## src/rtl/semaPkg.sv

```systemverilog
package semaPkg;
  // Per-latch decoded strobes from control to the datapath
  typedef struct packed {
    logic reqL;
    logic relL;
    logic reqR;
    logic relR;
  } semaStrobe_t;
endpackage

```

## src/rtl/semaCtrl.sv

```systemverilog
module semaCtrl #(
  parameter int NUM_SEMA = 8,
  localparam int AW = $clog2(NUM_SEMA)
) (
  input  logic                                lCs,
  input  logic [AW-1:0]                       lAddr,
  input  logic                                lWr,
  input  logic                                lRd,
  input  logic                                lWrData,
  input  logic                                rCs,
  input  logic [AW-1:0]                       rAddr,
  input  logic                                rWr,
  input  logic                                rRd,
  input  logic                                rWrData,
  output semaPkg::semaStrobe_t [NUM_SEMA-1:0] strobes,
  output logic                                lRdEn,
  output logic                                rRdEn
);
  logic lWrEn, rWrEn;

  assign lWrEn = lCs & lWr;
  assign rWrEn = rCs & rWr;
  assign lRdEn = lCs & lRd;
  assign rRdEn = rCs & rRd;

  for (genvar i = 0; i < NUM_SEMA; i++) begin : gDecode
    localparam logic [AW-1:0] IDX = AW'(i);
    logic lHit, rHit;
    assign lHit = lWrEn && (lAddr == IDX);
    assign rHit = rWrEn && (rAddr == IDX);
    assign strobes[i].reqL = lHit & ~lWrData;
    assign strobes[i].relL = lHit &  lWrData;
    assign strobes[i].reqR = rHit & ~rWrData;
    assign strobes[i].relR = rHit &  rWrData;
  end
endmodule

```

## src/rtl/semaCell.sv

```systemverilog
module semaCell (
  input  logic                 clk,
  input  logic                 rst_n,
  input  semaPkg::semaStrobe_t strobe,
  output logic                 ownL,
  output logic                 ownR
);
  logic busy, byRight, pendL, pendR;
  logic busyNext, byRightNext, pendLNext, pendRNext;
  logic relByOwner;

  assign ownL = busy & ~byRight;
  assign ownR = busy &  byRight;

  always_comb begin
    pendLNext   = (pendL | (strobe.reqL & ~ownL)) & ~strobe.relL;
    pendRNext   = (pendR | (strobe.reqR & ~ownR)) & ~strobe.relR;
    relByOwner  = (ownL & strobe.relL) | (ownR & strobe.relR);
    busyNext    = busy;
    byRightNext = byRight;
    if (relByOwner) begin
      busyNext = 1'b0;
    end else if (!busy) begin
      if (pendLNext) begin
        busyNext    = 1'b1;
        byRightNext = 1'b0;
        pendLNext   = 1'b0;
      end else if (pendRNext) begin
        busyNext    = 1'b1;
        byRightNext = 1'b1;
        pendRNext   = 1'b0;
      end
    end
  end

  always_ff @(posedge clk or negedge rst_n) begin
    if (!rst_n) begin
      busy    <= 1'b0;
      byRight <= 1'b0;
      pendL   <= 1'b0;
      pendR   <= 1'b0;
    end else begin
      busy    <= busyNext;
      byRight <= byRightNext;
      pendL   <= pendLNext;
      pendR   <= pendRNext;
    end
  end
endmodule

```

## src/rtl/semaBank.sv

```systemverilog
module semaBank #(
  parameter int NUM_SEMA = 8,
  localparam int AW = $clog2(NUM_SEMA)
) (
  input  logic                                clk,
  input  logic                                rst_n,
  input  semaPkg::semaStrobe_t [NUM_SEMA-1:0] strobes,
  input  logic [AW-1:0]                       lAddr,
  input  logic [AW-1:0]                       rAddr,
  input  logic                                lRdEn,
  input  logic                                rRdEn,
  output logic                                lRdData,
  output logic                                rRdData,
  output logic [NUM_SEMA-1:0]                 ownL,
  output logic [NUM_SEMA-1:0]                 ownR
);
  for (genvar i = 0; i < NUM_SEMA; i++) begin : gCell
    semaCell uCell (
      .clk    (clk),
      .rst_n  (rst_n),
      .strobe (strobes[i]),
      .ownL   (ownL[i]),
      .ownR   (ownR[i])
    );
  end

  assign lRdData = lRdEn ? ~ownL[lAddr] : 1'b1;
  assign rRdData = rRdEn ? ~ownR[rAddr] : 1'b1;
endmodule

```

## src/rtl/semaBankTop.sv

```systemverilog
module semaBankTop #(
  parameter int NUM_SEMA = 8,
  localparam int AW = $clog2(NUM_SEMA)
) (
  input  logic          clk,
  input  logic          rst_n,
  input  logic          lCs,
  input  logic [AW-1:0] lAddr,
  input  logic          lWr,
  input  logic          lRd,
  input  logic          lWrData,
  output logic          lRdData,
  input  logic          rCs,
  input  logic [AW-1:0] rAddr,
  input  logic          rWr,
  input  logic          rRd,
  input  logic          rWrData,
  output logic          rRdData
);
  semaPkg::semaStrobe_t [NUM_SEMA-1:0] strobes;
  logic                                lRdEn, rRdEn;
  logic [NUM_SEMA-1:0]                 ownL, ownR;

  semaCtrl #(.NUM_SEMA(NUM_SEMA)) uCtrl (
    .lCs(lCs), .lAddr(lAddr), .lWr(lWr), .lRd(lRd), .lWrData(lWrData),
    .rCs(rCs), .rAddr(rAddr), .rWr(rWr), .rRd(rRd), .rWrData(rWrData),
    .strobes(strobes), .lRdEn(lRdEn), .rRdEn(rRdEn)
  );

  semaBank #(.NUM_SEMA(NUM_SEMA)) uBank (
    .clk(clk), .rst_n(rst_n), .strobes(strobes),
    .lAddr(lAddr), .rAddr(rAddr), .lRdEn(lRdEn), .rRdEn(rRdEn),
    .lRdData(lRdData), .rRdData(rRdData), .ownL(ownL), .ownR(ownR)
  );
endmodule

```

## config.mk

```make
export PLATFORM = sky130hd
export DESIGN_NAME = semaBankTop
export DESIGN_NICKNAME = d
export VERILOG_FILES = /design/src/rtl/semaPkg.sv /design/src/rtl/semaCtrl.sv /design/src/rtl/semaCell.sv /design/src/rtl/semaBank.sv /design/src/rtl/semaBankTop.sv
export SDC_FILE = /design/constraint.sdc
export NUM_CORES = 1
export LEC_CHECK = 0
export BUFFER_PORTS_ARGS = -buffer_cell sky130_fd_sc_hd__buf_4
export CAP_MARGIN = 20
export CORE_MARGIN = 3
export CORE_UTILIZATION = 54
export DETAILED_ROUTE_END_ITERATION = 10
export HOLD_SLACK_MARGIN = 0.06
export PLACE_DENSITY = 0.83
export REMOVE_ABC_BUFFERS = 1
export SLEW_MARGIN = 20
export SYNTH_ARGS = -nofsm -noshare
export SYNTH_HDL_FRONTEND = slang
export SYNTH_SLANG_ARGS = --single-unit
```

## constraint.sdc

```tcl
create_clock -name clk -period 1.55 [get_ports clk]
set_clock_uncertainty 0.05 [all_clocks]
set_input_delay 0.31 -clock clk [delete_from_list [all_inputs] [get_ports clk]]
set_output_delay 0.31 -clock clk [all_outputs]
set_load 0.01 [all_outputs]
```

# Yosys cells after proc, flatten, opt, wreduce, memory -nomap -nowiden
# Cells that the tools add are included.
[totals]
regBits = 32
in_bits = 16
out_inout_bits = 2
word_cells = 360
[op_classes]
n_lt_le_gt_ge = 2
n_eq_ne = 14
muxes = 94
bitwise = 184
reduce_logical = 34
[ops]
columns = ["op", "count"]
rows = [
  ["$and 1x1->1", 100],
  ["$mux 1", 92],
  ["$not 1->1", 60],
  ["$eq 3x3->1 const B", 8],
  ["$or 1x1->1", 24],
  ["$reduce_and 3->1", 8],
  ["$logic_and 1x1->1", 16],
  ["$reduce_bool 2->1", 8],
  ["$eq 3x2->1 const B", 4],
  ["$lt 3x4->1 const B", 2],
  ["$bmux 1 s3", 2],
  ["$eq 3x1->1 const B", 2],
  ["$logic_not 3->1", 2],
]

# Logic depth before layout (Yosys ltp)
# Gate-level depths: netlist (run 1).
[depth]
depth_word = 10
depth_mapped = 6
depth_no_buf = 4

# Modules after synthesis
# Synthesis (run 1) repeated with hierarchy kept, for this count alone.
[hier_totals]
cells_unflattened = 214
hier_area_um2 = 1953.1
[by_module_without_submodules]
columns = ["mod", "instances", "cells_each", "area_each_um2", "seq_area_each_um2"]
rows = [
  ["semaCell", 8, 19, 193.9, 100.1],
  ["semaCtrl", 1, 48, 256.5, 0.0],
  ["semaBank", 1, 14, 145.1, 0.0],
]

# Least setup slack after synthesis (run 1)
# No wires, ideal clock.
[synth_timing]
path_type = "input to output"
from = "in lAddr[0]"
to = "out lRdData"
arrival_time_ns = 1.233
t_required_ns = 1.190
slack_ns = -0.043
stages = 4
n_path_buf = 1
path_cell_list = "buf_6 > o311ai_0 > o21ai_0 > or3_1"
[synth_via]
elab_chain_cells = 4
[synth_lines]
columns = ["element", "line", "rtl"]
rows = [
  ["start: declaration", "semaBankTop.sv:8", "input logic [AW-1:0] lAddr,"],
  ["$bmux 1 s3", "semaBank.sv:27", "assign lRdData = lRdEn ? ~ownL[lAddr] : 1'b1;"],
  ["$mux 1 (not written as such)", "semaBank.sv:27", ""],
  ["$not 1->1", "semaBank.sv:27", ""],
  ["$mux 1", "semaBank.sv:27", ""],
  ["end: declaration", "semaBankTop.sv:12", "output logic lRdData,"],
]
# No other way between the ends. The select of a mux whose other input is x is not followed.

# Worst setup path in the final report (run 1)
[layout_timing]
from = "reg uBank.gCell[3].uCell.byRight"
to = "out rRdData"
[layout_via]
elab_chain_cells = 5
[layout_lines]
columns = ["element", "line", "rtl"]
rows = [
  ["start: declaration", "semaCell.sv:8", "logic busy, byRight, pendL, pendR;"],
  ["start signal: assignment", "semaCell.sv:44", "byRight <= byRightNext;"],
  ["$and 1x1->1", "semaCell.sv:13", "assign ownR = busy & byRight;"],
  ["$bmux 1 s3", "semaBank.sv:28", "assign rRdData = rRdEn ? ~ownR[rAddr] : 1'b1;"],
  ["$mux 1 (not written as such)", "semaBank.sv:28", ""],
  ["$not 1->1", "semaBank.sv:28", ""],
  ["$mux 1", "semaBank.sv:28", ""],
  ["end: declaration", "semaBankTop.sv:18", "output logic rRdData"],
]
# No other way between the ends. The select of a mux whose other input is x is not followed.

==> results of run 1 <==
## metrics by stage
stage                     cell area [um2]  utilization (%)  std cells  hold slack [ns]  worst slack (ns)
final                                2690            72.39        341           0.3118           -0.4270
after global routing                 2690            72.39        341           0.2995           -0.5116
after CTS                            2681            72.15        341           0.2986           -0.4049
after detailed placement             2554            68.72        330           0.2260           -0.2221
after global placement               2554            68.72        330           0.2286           -0.2145
after floorplan                      1996                -        219         -0.03559          -0.01783
## sequential cells by signal, summed over array words and instances, names as in the netlist
signal                     cells
uBank.gCell.uCell.busy         8
uBank.gCell.uCell.byRight      8
uBank.gCell.uCell.pendL        8
uBank.gCell.uCell.pendR        8
## repair_timing
action                                 CTS  global route
setup endpoints to repair                2             2
endpoints found under the hold margin   32             0
hold buffers                             1             0
setup buffers                            2             0
gates resized for setup                  5             3
pin swaps                                0             0
gates cloned                             0             0
## final cells by class
class	count	share of cell area (%)
well taps	48	2.233
flip-flops and latches	32	29.77
inverters	8	1.116
multi-input cells	179	43.86
clock buffers	6	3.070
repair buffers	66	19.58
clock inverters	2	0.3721
## worst min-delay path by stage
| stage | end | slack (ns) | cells after the start |
|---|---|---|---|
| 2_1_floorplan | uBank.gCell[0].uCell.busy | -0.04 | 0 |
| 4_1_cts | uBank.gCell[7].uCell.pendL | 0.30 | 2 |
| 3_3_place_gp | uBank.gCell[6].uCell.byRight | 0.23 | 1 |
| 3_5_place_dp | uBank.gCell[6].uCell.byRight | 0.23 | 1 |
| 5_1_grt | uBank.gCell[1].uCell.pendL | 0.30 | 2 |
| 6_report | uBank.gCell[1].uCell.pendL | 0.31 | 2 |
## power groups by stage
stage | registers [uW] | clock network, uW | logic [uW]
after floorplan | 1460 | 0 | 841
after global placement | 1410 | 0 | 1700
after detailed placement | 1430 | 0 | 1750
after CTS | 1420 | 675 | 1810
after global routing | 1470 | 729 | 2010
final | 1430 | 666 | 1840
## cells in the final DEF (no fill, tap or decap), drive strengths merged, types with 2 or more instances in the layout
master / n
a2bb2oi: 2
nand3: 10
o31a: 4
nand2b: 4
buf: 65
a211oi: 6
nor2: 15
clkbuf: 6
a211o: 2
nor3: 16
nor2b: 2
clkinv: 2
a21oi: 18
and2: 7
or3: 4
o31ai: 7
o21a: 6
a31oi: 11
dfrtp: 32
o22a: 4
inv: 8
o2bb2a: 5
and2b: 2
and3: 6
o311ai: 2
nand2: 14
o21ai: 15
nand3b: 2
## per-layer routing
layer	global-route usage, %	routed length [um]	vias to the layer above
li1	-	-	1008
met2	40.76	2710	83
met4	11.17	108	0
met5	0	0	-
met1	34.39	2445	1030
met3	5.348	371	10
## worst max-delay path: stages, from the launching register on
cell and delay [ns]:
dfrtp_1 0.40, nand2_2 0.09, mux4_2 0.48, nor3_2 0.15, a21oi_2 0.05, buf_4 0.15
## kinds of logic (layout without fill, tap and decap cells)
| group | Yosys count | after routing |
|---|---|---|
| muxes | 1 | 1 |
| buffers and inverters | 22 | 82 |
| AOI/OAI and AO/OA | 89 | 89 |
| and+or+nand+nor | 89 | 89 |
| DFF | 32 | 32 |
==> flow_metrics.tcl, run 1 <==
set metrics [dict create \
    status "complete, but fails checks" \
    violations "setup timing" \
    rsz0062_at_grt "yes" \
    critical_path_class "flip-flop to output pin" \
    ys_seq_elements 32 \
    regArea_um2 800.8 \
    endpoint "rRdData" \
    p_clk_share_pct 16.9 \
    cap_viol_max_count 0 \
    ctsRootBufferMaster "clkbuf_8" \
    viasPerCell 6.249 \
    gp_congestion 0.8335 \
    synthSimpleGateAreaFrac_pct 24.72 \
    synthAdderAreaFrac_pct 0 \
    irDropWorstVdd_mv 0.6743 \
    first_pass_iters 5 \
    die_x_um 68.52 \
    leakage_uw 0.001220 \
    io_buffers 17 \
    max_freq_mhz 505.8 \
    min_period_over_period_pct 127.5 \
    drcViolationCount 0 \
    r2r_setup_slack_ns 0.25 \
    cp-end-kind "output pin" \
    htreeDepth 2 \
    yosysMostFrequentCell "dfrtp_1" \
    r2r_end "uBank.gCell[0].uCell.busy" \
    yosysTopAreaCell "dfrtp_1" \
    synth_top_area_share_pct 37.94 \
    syn2layout_area_growth_pct 27.45 \
    vias 2131 \
    grt_overflow_total 0 \
    ys.flop_type "dfrtp_1" \
    path_clk_slew_ns 0.06 \
    cts.sinks 32 \
    p_sw_uw 1443 \
    tightest_slew_ns 0.4242 \
    p_total_uw 3938 \
    min_from "lWrData" \
    yosys.area_share.xor_xnor_pct 0 \
    fin_setup_tns_ns -0.8350 \
    sw_frac_of_total_pct 36.66 \
    async_flop_share_pct 100.0 \
    clock_latency_ns 0.29 \
    combPwrFrac_pct 46.8 \
    dieArea_mm2 0.004695 \
    core.rowCount 22 \
    synth-compound-area-share_pct 29.40 \
    multi_input_area_mm2 0.001180 \
    finalCriticalPeriod_ns 1.977 \
    required_ns 1.19 \
    yosys-top-cells-count "32 x dfrtp_1, 18 x a21oi_1, 15 x nor3_1, 14 x nor2_1, 13 x nand2_1" \
    cts_tree "built" \
    r2r-start "uBank.gCell[0].uCell.busy" \
    syn_area_mm2 0.002111 \
    drt_iter0_drc 190 \
    synth_top_family_by_area "compound AO/OA/AOI/OAI gates" \
    seqPwrFrac_pct 36.3 \
    fillers 282 \
    avgSynthCellArea_um2 9.059 \
    final_layout_size_suffix_gt1_share_pct 31.06 \
    start_util_pct 56.80 \
    hold_viol 0 \
    start_kind "flip-flop" \
    rr_worst_depth 5 \
    cts_made_buffers 5 \
    grt_max_degree 33 \
    dp_hpwl_um 4170 \
    postLayoutSetupSlackWorst_ns -0.4270 \
    power.internal_uw 2494 \
    crit_arrival_ns 1.62 \
    startpoint "uBank.gCell[3].uCell.byRight" \
    antenna_found_initial 0 \
    seq_area_frac_synth_pct 37.94 \
    finalSetupViolCount 2 \
    routed_wl_um 5636 \
    layout.nets 308 \
    slew_violations 0 \
    cts_buffer_depth 2 \
    first_global_vias 1893 \
    coreArea_mm2 0.003716 \
    grt.total_usage_pct 25.93 \
    path_max_fanout 3 \
    yosysUniqueCellTypes 56 \
    avgRoutedWirePerCell_um 16.53 \
    synth-edff-count 0 \
    min_path_type "input pin to flip-flop" \
    yosys-top-cells-area "dfrtp_1 38%, a21oi_1 4.3%, buf_6 3.7%, nor3_1 3.6%, a31oi_1 3.3%" \
    die_h_um 68.52 \
    diodes 0 \
    slew_headroom_pct 71.72 \
    synth_cells 233 \
    powerDensity_mw_per_mm2 1464 \
    grt_pass1_wl_um 8859 \
    yosys-mux-area-fraction_pct 1.067 \
    ys_warn_count 0 \
    ios 18 \
    drtAntennaViolNets 0 \
]
No activity file was read; power rests on OpenSTA's default activity.
==> inputs of run 2 (changes only) <==
- SETUP_SLACK_MARGIN: unset -> 0.3
==> run 2 against run 1 <==
Against the previous run: the run still ends with setup timing left; non-clock buffer count up 7; final area up 12%; flip-flop and latch count unchanged; combinational power up 25%; sequential share of layout area down 3.3 points; worst setup slack worse by 0.026 ns; die area unchanged.
==> flow_metrics.tcl, run 2 (same netlist as run 1, synthesis figures left out) <==
set metrics [dict create \
    status "complete, but fails checks" \
    violations "setup timing" \
    leakage_uw 0.001312 \
    finalSetupViolCount 2 \
    path_clk_slew_ns 0.07 \
    final_layout_size_suffix_gt1_share_pct 44.33 \
    antenna_found_initial 0 \
    layout.cells.non_filler 348 \
    fillers 216 \
    cts_made_buffers 5 \
    start_kind "flip-flop" \
    dieArea_mm2 0.004695 \
    dp_hpwl_um 4170 \
    grt.total_usage_pct 26.62 \
    routed_wl_um 6867 \
    required_ns 1.19 \
    die_h_um 68.52 \
    rsz0062_at_grt "yes" \
    cp-end-kind "output pin" \
    cp_top_family "flip-flops" \
    drtAntennaViolNets 0 \
    cts_tree "built" \
    drcViolationCount 0 \
    syn2layout_area_growth_pct 43.21 \
    grt_pass1_wl_um 9059 \
    cap_viol_max_count 0 \
    cp.buffers_inverters 2 \
    grt_max_degree 33 \
    core.rowCount 22 \
    layout.nets 315 \
    fin_setup_tns_ns -0.8914 \
    clock_latency_ns 0.28 \
    holdWs_ns 0.3259 \
    place_inst 330 \
    gp_congestion 0.8335 \
    io_buffers 17 \
    htreeDepth 2 \
    ios 18 \
    cp_cell_sequence "inv_1 > o311ai_1 > o21ai_1 > or3_1 > buf_6" \
    place_worst_setup_slack_ns -0.2221 \
    finalCriticalPeriod_ns 2.003 \
    drt_iter0_drc 354 \
    avgRoutedWirePerCell_um 19.73 \
    cts.sinks 32 \
    grt_overflow_total 0 \
    slew_headroom_pct 71.82 \
    die_x_um 68.52 \
    viasPerCell 6.718 \
    ctsRootBufferMaster "clkbuf_8" \
    slew_violations 0 \
    critical_path_class "flip-flop to output pin" \
    min_period_over_period_pct 129.3 \
    min_path_type "input pin to flip-flop" \
    first_pass_iters 5 \
    coreArea_mm2 0.003716 \
    crit_slowest_cell "dfrtp_1" \
    tightest_slew_ns 0.4227 \
    vias 2338 \
    max_freq_mhz 499.2 \
    diodes 0 \
    final_common_cell "buf_4" \
    hold_viol 0 \
    powerDensity_mw_per_mm2 1478 \
    irDropWorstVdd_mv 0.7456 \
    first_global_vias 1940 \
    layout_common_cells "60 x buf_4, 32 x dfrtp_1, 14 x a21oi_1" \
    postLayoutSetupSlackWorst_ns -0.4534 \
    cts_buffer_depth 2 \
    max_stage_delay_ns 0.42 \
    path_max_fanout 3 \
    r2r_setup_slack_ns 0.22 \
    crit_arrival_ns 1.64 \
    start_util_pct 56.80 \
]
run 2: worst paths after layout:
| path | startpoint | endpoint | cells past startpoint |
|---|---|---|---|
| setup reg to reg | uBank.gCell[0].uCell.busy | uBank.gCell[0].uCell.busy | 5 |
| hold reg to reg | uBank.gCell[4].uCell.pendL | uBank.gCell[4].uCell.pendL | 2 |
| hold / removal | rWrData | uBank.gCell[0].uCell.byRight | 3 |
| max in group asynchronous | rst_n | uBank.gCell[7].uCell.pendR | 2 |
| setup / recovery | uBank.gCell[2].uCell.busy | lRdData | 5 |
| min in group asynchronous | rst_n | uBank.gCell[4].uCell.pendL | 2 |
run 2: layout make-up:
cell class              count  area (um2)  share of cell area, %
multi-input cells         179        1426                  47.19
well taps                  48       60.06                  1.987
flip-flops and latches     32       800.8                  26.49
inverters                   8       30.03                 0.9934
clock inverters             2       10.01                 0.3311
clock buffers               6       82.58                  2.732
repair buffers             73       613.1                  20.28
run 2: repair_timing:
action,CTS,global route
cloned,0,0
endpoints found under the setup margin,15,22
setup buffers,4,5
pin swaps,2,9
resized for setup,24,45
endpoints found under the hold margin,32,0
hold buffers,1,0
run 2: worst reg2reg max path, cell delays in order (launching register included):
cell and delay [ns]:
dfrtp_1 0.42, nand2_2 0.10, buf_6 0.13, a31oi_4 0.18, a21oi_2 0.06, o31a_1 0.28
run 2: power by group:
group	switching [uW]	internal, uW	leakage [uW]
clock	314	354	0.0000510
combinational	1130	1170	0.000878
sequential	312	1190	0.000383
total	1750	2710	0.00131
run 2: metrics by stage:
stage               power [uW]  util (%)  cell area, um2
floorplan                 2299         -            1996
global placement          3109     68.72            2554
detailed placement        3177     68.72            2554
CTS                       4012     74.98            2786
global route              4697     81.35            3023
finish                    4466     81.35            3023
run 2: layer usage:
metal / vias to the layer above / global-route usage (%) / wire length, um
met5: - / 0 / 0
met4: 0 / 11.41 / 301
met3: 39 / 5.673 / 555
met2: 137 / 43.50 / 3361
met1: 1137 / 33.81 / 2648
li1: 1025 / - / -
